[config.mk]
export PLATFORM = sky130hd
export DESIGN_NAME = kbc_mailbox
export DESIGN_NICKNAME = d
export VERILOG_FILES = /design/src/rtl/kbc_mbox_pkg.sv /design/src/rtl/kbc_in_buf.sv /design/src/rtl/kbc_out_buf.sv /design/src/rtl/kbc_cmd_dec.sv /design/src/rtl/kbc_mailbox.sv
export SDC_FILE = /design/constraint.sdc
export NUM_CORES = 1
export LEC_CHECK = 0
export BUFFER_PORTS_ARGS = -buffer_cell sky130_fd_sc_hd__buf_2
export CORE_MARGIN = 2
export CORE_UTILIZATION = 35
export CTS_CLUSTER_DIAMETER = 50
export DETAILED_ROUTE_END_ITERATION = 8
export PLACE_DENSITY = 0.69
export SLEW_MARGIN = 20
export SYNTH_ARGS = -nofsm -noshare
export SYNTH_HDL_FRONTEND = slang
export SYNTH_SLANG_ARGS = --single-unit
[constraint.sdc]
create_clock -name clk -period 3.74 [get_ports clk]
set_clock_uncertainty 0.15 [all_clocks]
set_input_delay 0.748 -clock clk [delete_from_list [all_inputs] [get_ports clk]]
set_output_delay 0.748 -clock clk [all_outputs]
set_load 0.05 [all_outputs]
[src/rtl/kbc_mbox_pkg.sv]
package kbc_mbox_pkg;
  localparam int BYTE_W = 8;

  // status byte bit positions (host software decodes these)
  localparam int ST_OBF = 0;
  localparam int ST_IBF = 1;
  localparam int ST_UPD = 2;
  localparam int ST_CMD = 3;
  localparam int ST_OVR = 4;

  function automatic logic [BYTE_W-1:0] pack_status(
    input logic obf, input logic ibf, input logic upd,
    input logic cmd, input logic ovr);
    logic [BYTE_W-1:0] s;
    s = '0;
    s[ST_OBF] = obf;
    s[ST_IBF] = ibf;
    s[ST_UPD] = upd;
    s[ST_CMD] = cmd;
    s[ST_OVR] = ovr;
    return s;
  endfunction
endpackage

[src/rtl/kbc_in_buf.sv]
module kbc_in_buf #(
  parameter int W = 8
) (
  input  logic         clk,
  input  logic         rst_n,
  input  logic         wr_hit,
  input  logic         wr_is_cmd,
  input  logic [W-1:0] wr_data,
  input  logic         consume,
  output logic         ibf,
  output logic [W-1:0] ib_data,
  output logic         ib_cmd,
  output logic         overrun,
  output logic         wr_accept,
  output logic         wr_drop
);
  assign wr_accept = wr_hit & ~ibf;
  assign wr_drop   = wr_hit & ibf;

  always_ff @(posedge clk) begin
    if (!rst_n) begin
      ibf     <= 1'b0;
      ib_data <= '0;
      ib_cmd  <= 1'b0;
      overrun <= 1'b0;
    end else begin
      if (wr_accept) begin
        ibf     <= 1'b1;
        ib_data <= wr_data;
        ib_cmd  <= wr_is_cmd;
      end else if (consume) begin
        ibf <= 1'b0;
      end
      if (wr_drop) overrun <= 1'b1;
    end
  end


  drop_keeps_byte_chk: assert property (@(posedge clk) disable iff (!rst_n)
    wr_drop |=> (ibf && $stable(ib_data)));

  overrun_sticky_chk: assert property (@(posedge clk) disable iff (!rst_n)
    overrun |=> overrun);

  consume_clears_chk: assert property (@(posedge clk) disable iff (!rst_n)
    (consume && ibf) |=> !ibf);
endmodule

[src/rtl/kbc_out_buf.sv]
module kbc_out_buf #(
  parameter int          W   = 8,
  parameter logic [W-1:0] ACK = 8'hFA
) (
  input  logic         clk,
  input  logic         rst_n,
  input  logic         ack_load,
  input  logic         ec_wr,
  input  logic [W-1:0] ec_wdata,
  input  logic         host_take,
  output logic         obf,
  output logic [W-1:0] ob_data
);
  logic ec_load;
  assign ec_load = ec_wr & ~obf & ~ack_load;

  always_ff @(posedge clk) begin
    if (!rst_n) begin
      obf     <= 1'b0;
      ob_data <= '0;
    end else if (ack_load) begin
      obf     <= 1'b1;
      ob_data <= ACK;
    end else if (ec_load) begin
      obf     <= 1'b1;
      ob_data <= ec_wdata;
    end else if (host_take) begin
      obf <= 1'b0;
    end
  end


  host_take_clears_chk: assert property (@(posedge clk) disable iff (!rst_n)
    (host_take && !ack_load) |=> !obf);

  ec_wr_full_drop_chk: assert property (@(posedge clk) disable iff (!rst_n)
    (ec_wr && obf && !ack_load && !host_take) |=> (obf && $stable(ob_data)));
endmodule

[src/rtl/kbc_cmd_dec.sv]
module kbc_cmd_dec #(
  parameter int           W         = 8,
  parameter logic [W-1:0] CMD_ENTER = 8'hB4,
  parameter logic [W-1:0] CMD_EXIT  = 8'hFE
) (
  input  logic         clk,
  input  logic         rst_n,
  input  logic         ibf,
  input  logic         ib_cmd,
  input  logic [W-1:0] ib_data,
  output logic         cmd_take,
  output logic         enter_evt,
  output logic         reset_evt,
  output logic         upd_mode,
  output logic         sys_reset_req
);
  logic pending_cmd;
  logic exit_evt;

  assign pending_cmd = ibf & ib_cmd;
  assign enter_evt   = pending_cmd & (ib_data == CMD_ENTER);
  assign exit_evt    = pending_cmd & (ib_data == CMD_EXIT) & upd_mode;
  assign reset_evt   = pending_cmd & (ib_data == CMD_EXIT) & ~upd_mode;
  assign cmd_take    = enter_evt | exit_evt | reset_evt;

  always_ff @(posedge clk) begin
    if (!rst_n) begin
      upd_mode      <= 1'b0;
      sys_reset_req <= 1'b0;
    end else begin
      if (enter_evt)     upd_mode <= 1'b1;
      else if (exit_evt) upd_mode <= 1'b0;
      sys_reset_req <= reset_evt;
    end
  end


  enter_sets_mode_chk: assert property (@(posedge clk) disable iff (!rst_n)
    enter_evt |=> upd_mode);

  exit_no_reset_chk: assert property (@(posedge clk) disable iff (!rst_n)
    exit_evt |=> (!upd_mode && !sys_reset_req));

  reset_pulse_chk: assert property (@(posedge clk) disable iff (!rst_n)
    reset_evt |=> (sys_reset_req && !upd_mode));

  reset_single_chk: assert property (@(posedge clk) disable iff (!rst_n)
    sys_reset_req |=> !sys_reset_req);
endmodule

[src/rtl/kbc_mailbox.sv]
module kbc_mailbox #(
  parameter int                ADDR_W    = 8,
  parameter logic [ADDR_W-1:0] DATA_PORT = 8'h60,
  parameter logic [ADDR_W-1:0] CMD_PORT  = 8'h64,
  parameter logic [7:0]        CMD_ENTER = 8'hB4,
  parameter logic [7:0]        CMD_EXIT  = 8'hFE,
  parameter logic [7:0]        ACK_BYTE  = 8'hFA
) (
  input  logic              clk,
  input  logic              rst_n,
  input  logic [ADDR_W-1:0] host_addr,
  input  logic              host_rd,
  input  logic              host_wr,
  input  logic [7:0]        host_wdata,
  output logic [7:0]        host_rdata,
  input  logic              ec_rd,
  output logic [7:0]        ec_in_data,
  output logic              ec_in_is_cmd,
  output logic              ec_ibf,
  input  logic              ec_wr,
  input  logic [7:0]        ec_wdata,
  output logic              ec_obf,
  output logic              update_mode,
  output logic              sys_reset_req,
  output logic              overrun
);
  import kbc_mbox_pkg::*;
  localparam int W = BYTE_W;

  logic         sel_data, sel_cmd;
  logic         wr_hit, wr_accept, wr_drop;
  logic         host_take;
  logic         ibf, ib_cmd, obf;
  logic [W-1:0] ib_data, ob_data;
  logic         cmd_take, enter_evt, reset_evt;
  logic         consume;

  assign sel_data  = (host_addr == DATA_PORT);
  assign sel_cmd   = (host_addr == CMD_PORT);
  assign wr_hit    = host_wr & (sel_data | sel_cmd);
  assign host_take = host_rd & sel_data & obf;
  assign consume   = ec_rd | cmd_take;

  kbc_in_buf #(.W(W)) in_buf_i (
    .clk(clk), .rst_n(rst_n), .wr_hit(wr_hit), .wr_is_cmd(sel_cmd),
    .wr_data(host_wdata), .consume(consume), .ibf(ibf), .ib_data(ib_data),
    .ib_cmd(ib_cmd), .overrun(overrun), .wr_accept(wr_accept),
    .wr_drop(wr_drop));

  kbc_cmd_dec #(.W(W), .CMD_ENTER(CMD_ENTER), .CMD_EXIT(CMD_EXIT)) dec_i (
    .clk(clk), .rst_n(rst_n), .ibf(ibf), .ib_cmd(ib_cmd), .ib_data(ib_data),
    .cmd_take(cmd_take), .enter_evt(enter_evt), .reset_evt(reset_evt),
    .upd_mode(update_mode), .sys_reset_req(sys_reset_req));

  kbc_out_buf #(.W(W), .ACK(ACK_BYTE)) out_buf_i (
    .clk(clk), .rst_n(rst_n), .ack_load(enter_evt), .ec_wr(ec_wr),
    .ec_wdata(ec_wdata), .host_take(host_take), .obf(obf), .ob_data(ob_data));

  always_comb begin
    host_rdata = '0;
    if (host_rd && sel_data)     host_rdata = ob_data;
    else if (host_rd && sel_cmd) host_rdata = pack_status(obf, ibf, update_mode, ib_cmd, overrun);
  end

  assign ec_in_data   = ib_data;
  assign ec_in_is_cmd = ib_cmd;
  assign ec_ibf       = ibf;
  assign ec_obf       = obf;


  accept_sets_ibf_chk: assert property (@(posedge clk) disable iff (!rst_n)
    wr_accept |=> (ibf && ib_cmd == $past(sel_cmd)));

  foreign_addr_chk: assert property (@(posedge clk) disable iff (!rst_n)
    ((host_wr || host_rd) && !sel_data && !sel_cmd && !ec_rd && !ec_wr && !cmd_take)
      |=> ($stable(ibf) && $stable(obf) && $stable(overrun)));

  enter_acks_chk: assert property (@(posedge clk) disable iff (!rst_n)
    enter_evt |=> (obf && ob_data == ACK_BYTE && !ibf));
endmodule

==> metrics.yaml, run 1 <==
timing.final.ws_setup_ps: 856.1
ctsHoldBuffers: 0
relSlewSlack_pct: 74.63
cap_violations: 0
period_needed_ps: 2884
clk_latency_ps: 310
htreeDepth: 1
drt-initial-drc-count: 27
n_antenna_cell: 0
antenna_found_initial: 0
root_buffer: "clkbuf_4"
clock_sink_count: 22
worstMarginPinSlew_ps: 380.6
crit_top_cell: "buf_2"
grt_usage_pct: 14.75
finalNonFillerCells: 197
critPathLaunchType: "primary input"
synth.distinct_cells: 30
fill_cells: 295
core.rowCount: 19
finalNetCount: 197
hold_viol: 0
max_freq_ghz: 0.3467
route.vias.total: 987
place_congestion: 0.7493
utilization_pct: 49.11
crit_fanout: 8
placed_cells: 193
drt-total-wl_um: 2349
cts_setup_buffers: 0
pre_cts_ws_ps: 848.1
first_pass_iters: 6
io_pins: 52
arrival_ps: 1990
cp_slowest_stage_delay_ps: 350
tritoncts: "built"
overflow: 0
syn-cell-area_sq_um: 1044
start_util_pct: 37.20
post_cts_resized: 0
max-vdd-ir-drop_mv: 0.4542
core_area_sq_um: 2805
synth_top_area_cell: "dfxtp_1"
crit_chain: "buf_2, nor4_1, nand2_1, nor3b_1, buf_2"
cts_buffer_depth: 2
end_kind: "output port"
area_delta_synth_final_pct: 32.01
synth.avg_cell_area_sq_um: 9.074
final_cell_mix: "51 x buf_2, 22 x dfxtp_1, 20 x nand2_1, 20 x mux2i_1, 6 x a21oi_1"
min_path_type: "register to register"
leakage_nw: 0.6291
final_common_cell: "buf_2"
setup-tns-final_ps: 0
rsz0062_at_grt: "false"
synth-seq-area-share_pct: 42.21
syn_nets: 145
cts.clk_slew.worst_paths_ps: 110
path_class: "primary input to output port"
ys_seq_elements: 22
status: "complete, but fails checks"
route.detailed.drc: 5
cts_buffers: 3
fin_crit_sh_pct: 77.11
required_ps: 2840
synthCells: 115
grt_max_degree: 25
maxSlewViolCount: 0
die_w_um: 58.60
via_per_inst: 5.010
hpwl_um: 1860
violations: "design-rule violations"
crit_path_top_delay_cell: "nor4_1"
setup_viol: 0
synth_top_cells_by_area: "dfxtp_1 42%, mux2i_1 19%, nand2_1 7.2%"
yosys_warnings: 0
synth.top_cell.area_share_pct: 42.21
power_density_nw_per_um2: 351.3
avgRoutedWirePerCell_um: 11.92
drive_above_1_share_pct: 36.75
grt_first_pass_wirelength_um: 3988
buffer_ports.inserted: 51
drtAntennaViolNets: 0
die_h_um: 58.60
die_area_sq_um: 3434
first_global_vias: 959
## area by class of cell
cell class                 count  area, sq um  area share [%]
sequential                    22        440.4           31.97
clock buffer                   3        22.52           1.635
multi-input combinational     83        560.5           40.69
timing repair buffer          53        270.3           19.62
tap                           31        38.79           2.816
inverter                       4        15.01           1.090
clock inverter                 1        30.03           2.180
## state kept, by name (all words and copies together), names as in the netlist
name / flops
in_buf_i.ib_cmd: 1
dec_i.sys_reset_req: 1
in_buf_i.ib_data: 8
dec_i.upd_mode: 1
out_buf_i.ob_data: 8
in_buf_i.overrun: 1
out_buf_i.obf: 1
in_buf_i.ibf: 1
## through the flow
step | hold WS (ps) | power (mW) | area (sq um)
3_3_place_gp | 302.8 | 0.3074 | 1325
4_1_cts | 331.0 | 0.4900 | 1378
2_1_floorplan | 355.1 | 0.2858 | 1044
6_report | 329.7 | 0.4839 | 1378
3_5_place_dp | 312.9 | 0.3100 | 1325
5_1_grt | 351.8 | 0.5048 | 1378
## routing by layer
layer,vias up,track usage [%],part of all wire [%]
met3,2,5.275,9.2
li1,510,-,-
met1,436,18.66,45
met2,39,25.36,45
met5,-,0,0
met4,0,0.9740,0.17
## path summary, 6_finish.rpt
path | startpoint | endpoint | slack [ps] | cells past startpoint
max | host_addr[1] | host_rdata[6] | 860 | 5
min | in_buf_i.ib_data[0] | in_buf_i.ib_data[0] | 330 | 2
max reg2reg | in_buf_i.ibf | out_buf_i.ob_data[0] | 2050 | 3
min reg2reg | in_buf_i.ib_data[0] | in_buf_i.ib_data[0] | 330 | 2
## synth_stat cells
cell type,n
buf_4,1
a211oi_1,1
or3_1,3
o21a_1,1
nor3_1,1
buf_2,1
o21bai_1,1
nand4_1,1
nor2b_1,1
or4_4,1
dfxtp_1,22
nand3_1,1
and4b_1,1
mux2_2,2
clkbuf_1,4
nand2_1,20
nor2_1,5
and3_1,2
nor3b_1,3
nor4_2,1
a31oi_1,1
inv_1,4
mux2i_1,20
o21ai_0,3
a41oi_1,1
o2bb2ai_1,1
nor4_1,2
a21oi_1,6
nand3b_1,3
or4_1,1
## cells by family (layout without fill, tap and decap cells)
| group | after synthesis | after routing | share of synthesized area (%) |
|---|---|---|---|
| buf+inv | 10 | 61 | 4.076 |
| simple gates | 46 | 46 | 23.62 |
| compound gates | 15 | 15 | 8.754 |
| mux | 22 | 22 | 21.34 |
| flops | 22 | 22 | 42.21 |
## critical path, delay by kind of cell
kind | cells | cell delay (ps)
simple gates | 3 | 850
buf+inv | 2 | 390
## report_power, final
part / switching [mW] / internal, mW
Clock: 0.0716 / 0.108
Combinational: 0.0304 / 0.0276
Sequential: 0.00448 / 0.242
Note: power is estimated with default switching activity, not from simulation.
==> run 2, diff against run 1 <==
--- a/config.mk
+++ b/config.mk
@@ -10,7 +10,7 @@
 export CORE_UTILIZATION = 35
 export CTS_CLUSTER_DIAMETER = 50
 export DETAILED_ROUTE_END_ITERATION = 8
-export PLACE_DENSITY = 0.69
+export PLACE_DENSITY = 0.71
 export SLEW_MARGIN = 20
 export SYNTH_ARGS = -nofsm -noshare
 export SYNTH_HDL_FRONTEND = slang
==> constraint.sdc (replaced) <==
create_clock -name clk -period 2.6 [get_ports clk]
set_clock_uncertainty 0.15 [all_clocks]
set_input_delay 0.52 -clock clk [delete_from_list [all_inputs] [get_ports clk]]
set_output_delay 0.52 -clock clk [all_outputs]
set_load 0.05 [all_outputs]
==> run 2 against run 1 <==
Net effect: the run still ends with design-rule violations left; sequential share of layout area increased by 0.32 points; total power increased by 22%; final cell count unchanged; largest power group unchanged; critical path depth unchanged.
==> metrics.yaml, run 2 (same netlist as run 1, synthesis figures left out) <==
status: "complete, but fails checks"
violations: "design-rule violations"
rrSetupSlack_ps: 880  # -1170 ps
hpwl_um: 1967  # +5.8%
path_class: "primary input to output port"
drive_above_1_share_pct: 37.95  # +1.2 points
holdPathStages: 3  # +1
tritoncts: "built"
final_area_sq_um: 1364  # -1.0%
crit_path_top_delay_cell: "nor4_2"
timing.final.ws_setup_ps: 267.5  # -588.6 ps
clock_sink_count: 22  # unchanged
fin_crit_sh_pct: 89.71
setup-tns-final_ps: 0  # unchanged
final_cell_mix: "51 x buf_2, 22 x dfxtp_1, 20 x mux2i_1"
io_pins: 52  # unchanged
finalNonFillerCells: 197  # unchanged
leakage_nw: 0.6212  # -1.3%
avgRoutedWirePerCell_um: 12.62  # +5.8%
critPathLaunch: "host_addr[1]"
drt-initial-drc-count: 26  # -3.7%
first_pass_iters: 6  # unchanged
cts_buffers: 3  # unchanged
buffer_ports.inserted: 51  # unchanged
r2r-end: "out_buf_i.ob_data[0]"
drt-total-wl_um: 2486  # +5.8%
cp_slowest_stage_delay_ps: 340  # about the same
cap_violations: 0  # unchanged
core_area_sq_um: 2805  # unchanged
worstMarginPinSlew_ps: 405.5  # +24.92 ps
setup_viol: 0  # unchanged
grt_max_degree: 24  # -4.0%
overflow: 0  # unchanged
cp-endpoint: "host_rdata[5]"
top_regs: "in_buf_i.ib_data x8, out_buf_i.ob_data x8"
clk_latency_ps: 300  # about the same
n_antenna_cell: 0  # unchanged
r2r_cells: 3  # unchanged
die_area_sq_um: 3434  # unchanged
min_path_type: "primary input to register"
arrival_ps: 1660  # -330 ps
hold_viol: 0  # unchanged
root_buffer: "clkbuf_4"
pre_cts_ws_ps: 111.2  # -736.9 ps
finalNetCount: 198  # +0.51%
die_w_um: 58.60  # unchanged
power_density_nw_per_um2: 432.9  # +23%
final_common_cell: "buf_2"
die_h_um: 58.60  # unchanged
crit_chain: "buf_2, nor4_2, nand2_2, nor3b_1, buf_2"
placed_cells: 194  # +0.52%
area_delta_synth_final_pct: 30.70
critPathLaunchType: "primary input"
utilization_pct: 48.62  # -0.49 points
grt_first_pass_wirelength_um: 4119  # +3.3%
place_area_sq_um: 1333  # +0.57%
antenna_found_initial: 0  # unchanged
route.vias.total: 1011  # +2.4%
end_kind: "output port"
fill_cells: 278  # -5.8%
first_global_vias: 966  # +0.73%
crit_fanout: 8  # unchanged
cts.clk_slew.worst_paths_ps: 110  # about the same
core.rowCount: 19  # unchanged
drtAntennaViolNets: 0  # unchanged
maxSlewViolCount: 0  # unchanged
start_util_pct: 37.20  # unchanged
htreeDepth: 1  # unchanged
required_ps: 1930  # -910 ps
relSlewSlack_pct: 72.91  # -1.7 points
finalPower_mw: 0.5904  # +22%
max-vdd-ir-drop_mv: 0.2861  # -37%
hold_ws_ps: 300.0  # -29.69 ps
r2r-start: "in_buf_i.ibf"
rsz0062_at_grt: "false"
grt_usage_pct: 15.19  # +0.44 points
period_needed_ps: 2333
route.detailed.drc: 5  # unchanged
max_freq_ghz: 0.4287
via_per_inst: 5.132  # +2.4%
place_congestion: 0.7708  # +2.9%
crit_top_cell: "buf_2"
cts_buffer_depth: 2  # unchanged
-- run 2: final cells by class --
cell class	instances	area, sq um	area share, %
multi-input cells	83	569.3	41.74
clock buffers	3	22.52	1.651
inverters	4	15.01	1.101
repair buffers	54	277.8	20.37
flip-flops and latches	22	440.4	32.29
well taps	31	38.79	2.844
-- run 2: what timing repair did --
item / 4_1_cts / 5_1_grt
hold buffers: 0 / 0
endpoints found under the setup margin: 0 / 3
gates resized for setup: 0 / 2
buffers inserted: 0 / 0
-- run 2: where the power goes --
part	leakage, nW	switching, mW	internal [mW]	total (mW)
sequential	0.179	0.00693	0.347	0.354
clock	0.0138	0.0972	0.0540	0.151
combinational	0.428	0.0440	0.0408	0.0848
-- run 2: how the worst min path moves through the flow --
stage                          from                   end
6_report              host_wdata[5]   in_buf_i.ib_data[5]
5_1_grt               host_wdata[4]   in_buf_i.ib_data[4]
4_1_cts               host_wdata[4]   in_buf_i.ib_data[4]
3_5_place_dp    in_buf_i.ib_data[4]   in_buf_i.ib_data[4]
3_3_place_gp    in_buf_i.ib_data[0]   in_buf_i.ib_data[0]
2_1_floorplan  out_buf_i.ob_data[5]  out_buf_i.ob_data[5]
-- run 2: worst max-delay path: cells and delay by family --
kind                   cells  cell delay [ps]
and+or+nand+nor            3              740
buffers and inverters      2              400
-- run 2: routing by layer --
layer | GRT usage [%] | vias up | wire [um]
met2 | 26.97 | 40 | 1180
met5 | 0 | - | 0
met4 | 0.9740 | 0 | 0
met1 | 18.63 | 458 | 1102
li1 | - | 513 | -
met3 | 5.275 | 0 | 203
==> run 3, diff against run 2 <==
--- a/config.mk
+++ b/config.mk
@@ -5,12 +5,15 @@
 export SDC_FILE = /design/constraint.sdc
 export NUM_CORES = 1
 export LEC_CHECK = 0
+export ABC_AREA = 1
 export BUFFER_PORTS_ARGS = -buffer_cell sky130_fd_sc_hd__buf_2
+export CELL_PAD_IN_SITES_DETAIL_PLACEMENT = 2
+export CELL_PAD_IN_SITES_GLOBAL_PLACEMENT = 2
 export CORE_MARGIN = 2
-export CORE_UTILIZATION = 35
+export CORE_UTILIZATION = 20
 export CTS_CLUSTER_DIAMETER = 50
 export DETAILED_ROUTE_END_ITERATION = 8
-export PLACE_DENSITY = 0.71
+export PLACE_DENSITY = 0.79
 export SLEW_MARGIN = 20
 export SYNTH_ARGS = -nofsm -noshare
 export SYNTH_HDL_FRONTEND = slang
==> run 3 against run 2 <==
Net effect: critical endpoint is now host_rdata[7]; global-route usage is 3.0 points lower; total power is 29% higher; sequential share of layout area is 2.3 points lower; largest power group unchanged; the run now ends clean; die area is 73% higher; synthesized area is 2.6% higher; highest routed layer is now met4; largest cell class unchanged.
==> metrics.yaml, run 3 <==
min_path_type: "primary input to register"
die_w_um: 77.18  # +32%
cp.depth: 9  # +4
async_flop_share_pct: 0  # unchanged
drive_above_1_share_pct: 29.63  # -8.3 points
ctsHoldBuffers: 0  # unchanged
critPathLaunchType: "primary input"
synthCells: 163  # +42%
area_delta_synth_final_pct: 36.92
relSlewSlack_pct: 79.25  # +6.3 points
hpwl_um: 2730  # +39%
comb_power_share_pct: 10.1  # -4.3 points
clock_power_share_pct: 42.9  # +17 points
synth.avg_cell_area_sq_um: 6.571  # -28%
path_delay_family: "buffers and inverters"
cts_setup_buffers: 0  # unchanged
required_ps: 1930  # about the same
die_area_sq_um: 5957  # +73%
setup_viol: 0  # unchanged
grt_max_degree: 19  # -21%
overflow: 0  # unchanged
arrival_ps: 1670  # about the same
cts.clk_slew.worst_paths_ps: 80  # -30 ps
cp_slowest_stage_delay_ps: 270  # -70 ps
die_h_um: 77.18  # +32%
drtAntennaViolNets: 0  # unchanged
maxSlewViolCount: 0  # unchanged
hold_ws_ps: 317.5  # +17.47 ps
hold_viol: 0  # unchanged
synth-edff-count: 0  # unchanged
post_cts_resized: 0  # unchanged
synth.distinct_cells: 19  # -37%
n_antenna_cell: 0  # unchanged
first_global_vias: 1196  # +24%
rrSetupSlack_ps: 1020  # +140 ps
r2r-start: "in_buf_i.ibf"
status: "complete, no violations"
ys_seq_elements: 22  # unchanged
core_area_sq_um: 5140  # +83%
drt-initial-drc-count: 18  # -31%
period_needed_ps: 2343  # +10.63 ps
route.vias.total: 1177  # +16%
via_per_inst: 4.115  # -20%
grt_usage_pct: 12.16  # -3.0 points
max_freq_ghz: 0.4268  # -0.45%
first_pass_iters: 4  # -2
synth_top_cells_by_area: "dfxtp_1 41%, nor2_1 13%, nand2_1 11%"
final_common_cell: "buf_2"
avgRoutedWirePerCell_um: 11.99  # -5.0%
cap_violations: 0  # unchanged
cts_buffers: 3  # unchanged
core.rowCount: 26  # +7
tritoncts: "built"
max-vdd-ir-drop_mv: 0.2576  # -10%
path_class: "primary input to output port"
synth.top_cell.area_share_pct: 41.12  # -1.1 points
leakage_nw: 0.7711  # +24%
min_to: "out_buf_i.ob_data[0]"
sequentialPowerShare_pct: 46.9  # -13 points
start_util_pct: 20.84  # -16 points
r2r-end: "out_buf_i.ob_data[2]"
path_buf_inv: 4  # +2
clk_latency_ps: 270  # -30 ps
crit_chain: "buf_2, inv_1, nand2_2, nor2_1, nand2_2, inv_1, nand2_1, nor2_1, buf_2"
p_switching_mw: 0.1738  # +17%
ys.flop_type: "dfxtp_1"
final_cell_mix: "51 x buf_2, 37 x nor2_1, 31 x nand2_1"
power_density_nw_per_um2: 517.8  # +20%
synth-seq-area-share_pct: 41.12  # -1.1 points
place_congestion: 0.7164  # -7.1%
end_kind: "output port"
drt-total-wl_um: 3430  # +38%
hp-start: "ec_wdata[0]"
syn-cell-area_sq_um: 1071  # +2.6%
route.detailed.drc: 0  # -5
buffer_ports.inserted: 51  # unchanged
worstMarginPinSlew_ps: 311.2  # -94.29 ps
htreeDepth: 1  # unchanged
clock_sink_count: 22  # unchanged
internal_power_mw: 0.5855  # +32%
r2r_cells: 7  # +4
post-synth-top-count-cell: "nor2_1"
fin_crit_sh_pct: 90.12  # +0.41 points
synthTopCellsByCount: "37 x nor2_1, 31 x nand2_1, 25 x inv_1, 22 x dfxtp_1, 13 x o21ai_0"
yosys_warnings: 0  # unchanged
rsz0062_at_grt: "false"
grt_first_pass_wirelength_um: 5782  # +40%
netSwitchingFraction_pct: 22.89  # -2.2 points
cts_buffer_depth: 2  # unchanged
syn_nets: 193  # +33%
top_regs: "in_buf_i.ib_data x8, out_buf_i.ob_data x8"
root_buffer: "clkbuf_8"
setup-tns-final_ps: 0  # unchanged
synth_top_area_cell: "dfxtp_1"
holdPathStages: 3  # unchanged
crit_path_top_delay_cell: "buf_2"
crit_fanout: 7  # -1
io_pins: 52  # unchanged
finalNetCount: 247  # +25%
antenna_found_initial: 0  # unchanged
run 3: worst min-delay path, delay by kind of cell:
| kind | cells | cell delay [ps] |
|---|---|---|
| buffers and inverters | 1 | 70 |
| AND/OR/NAND/NOR | 2 | 110 |
run 3: power groups by stage:
stage | clock [mW] | sequential (mW) | combinational (mW)
CTS | 0.335 | 0.357 | 0.0791
global placement | 0 | 0.364 | 0.0758
global route | 0.351 | 0.358 | 0.0880
finish | 0.326 | 0.356 | 0.0770
detailed placement | 0 | 0.365 | 0.0777
floorplan | 0 | 0.369 | 0.0350
run 3: cell type report:
cell class / instances / area, sq um
clock buffer: 3 / 41.29
timing repair buffer: 51 / 255.2
fill: 661 / 3674
sequential: 22 / 440.4
clock inverter: 1 / 30.03
multi-input combinational: 112 / 510.5
tap: 70 / 87.58
inverter: 27 / 101.3
run 3: worst max-delay path by stage:
stage | from | to
6_report | host_addr[0] | host_rdata[7]
5_1_grt | host_addr[0] | host_rdata[6]
4_1_cts | host_addr[0] | host_rdata[7]
3_5_place_dp | host_addr[0] | host_rdata[7]
3_3_place_gp | host_addr[7] | host_rdata[6]
2_1_floorplan | in_buf_i.ibf | host_rdata[1]
run 3: stage by stage:
stage          setup slack, ps  total power [mW]  std cells  util [%]  cell area, sq um
6_report                 256.8            0.7593        286     28.53              1466
5_1_grt                  98.96            0.7972        286     28.53              1466
4_1_cts                  228.1            0.7705        286     28.53              1466
3_5_place_dp             232.8            0.4422        282     27.14              1395
3_3_place_gp             290.8            0.4395        282     27.14              1395
2_1_floorplan           -55.18            0.4042        163         -              1071
run 3: kinds of logic (layout without fill, tap and decap cells):
kind of cell,Yosys count,count (layout),share of synthesized area [%]
flip-flops,22,22,41.12
AND/OR/NAND/NOR,95,95,39.72
buffers and inverters,29,82,11.21
AO/OA/AOI/OAI,17,17,7.943
run 3: layer usage:
metal | wire [um] | part of all wire [%] | global-route usage [%] | up-vias
li1 | - | - | - | 606
met1 | 1585 | 46 | 14.92 | 534
met2 | 1607 | 47 | 20.70 | 32
met3 | 193 | 5.6 | 2.824 | 5
met4 | 44 | 1.3 | 4.286 | 0
met5 | 0 | 0 | 0 | -
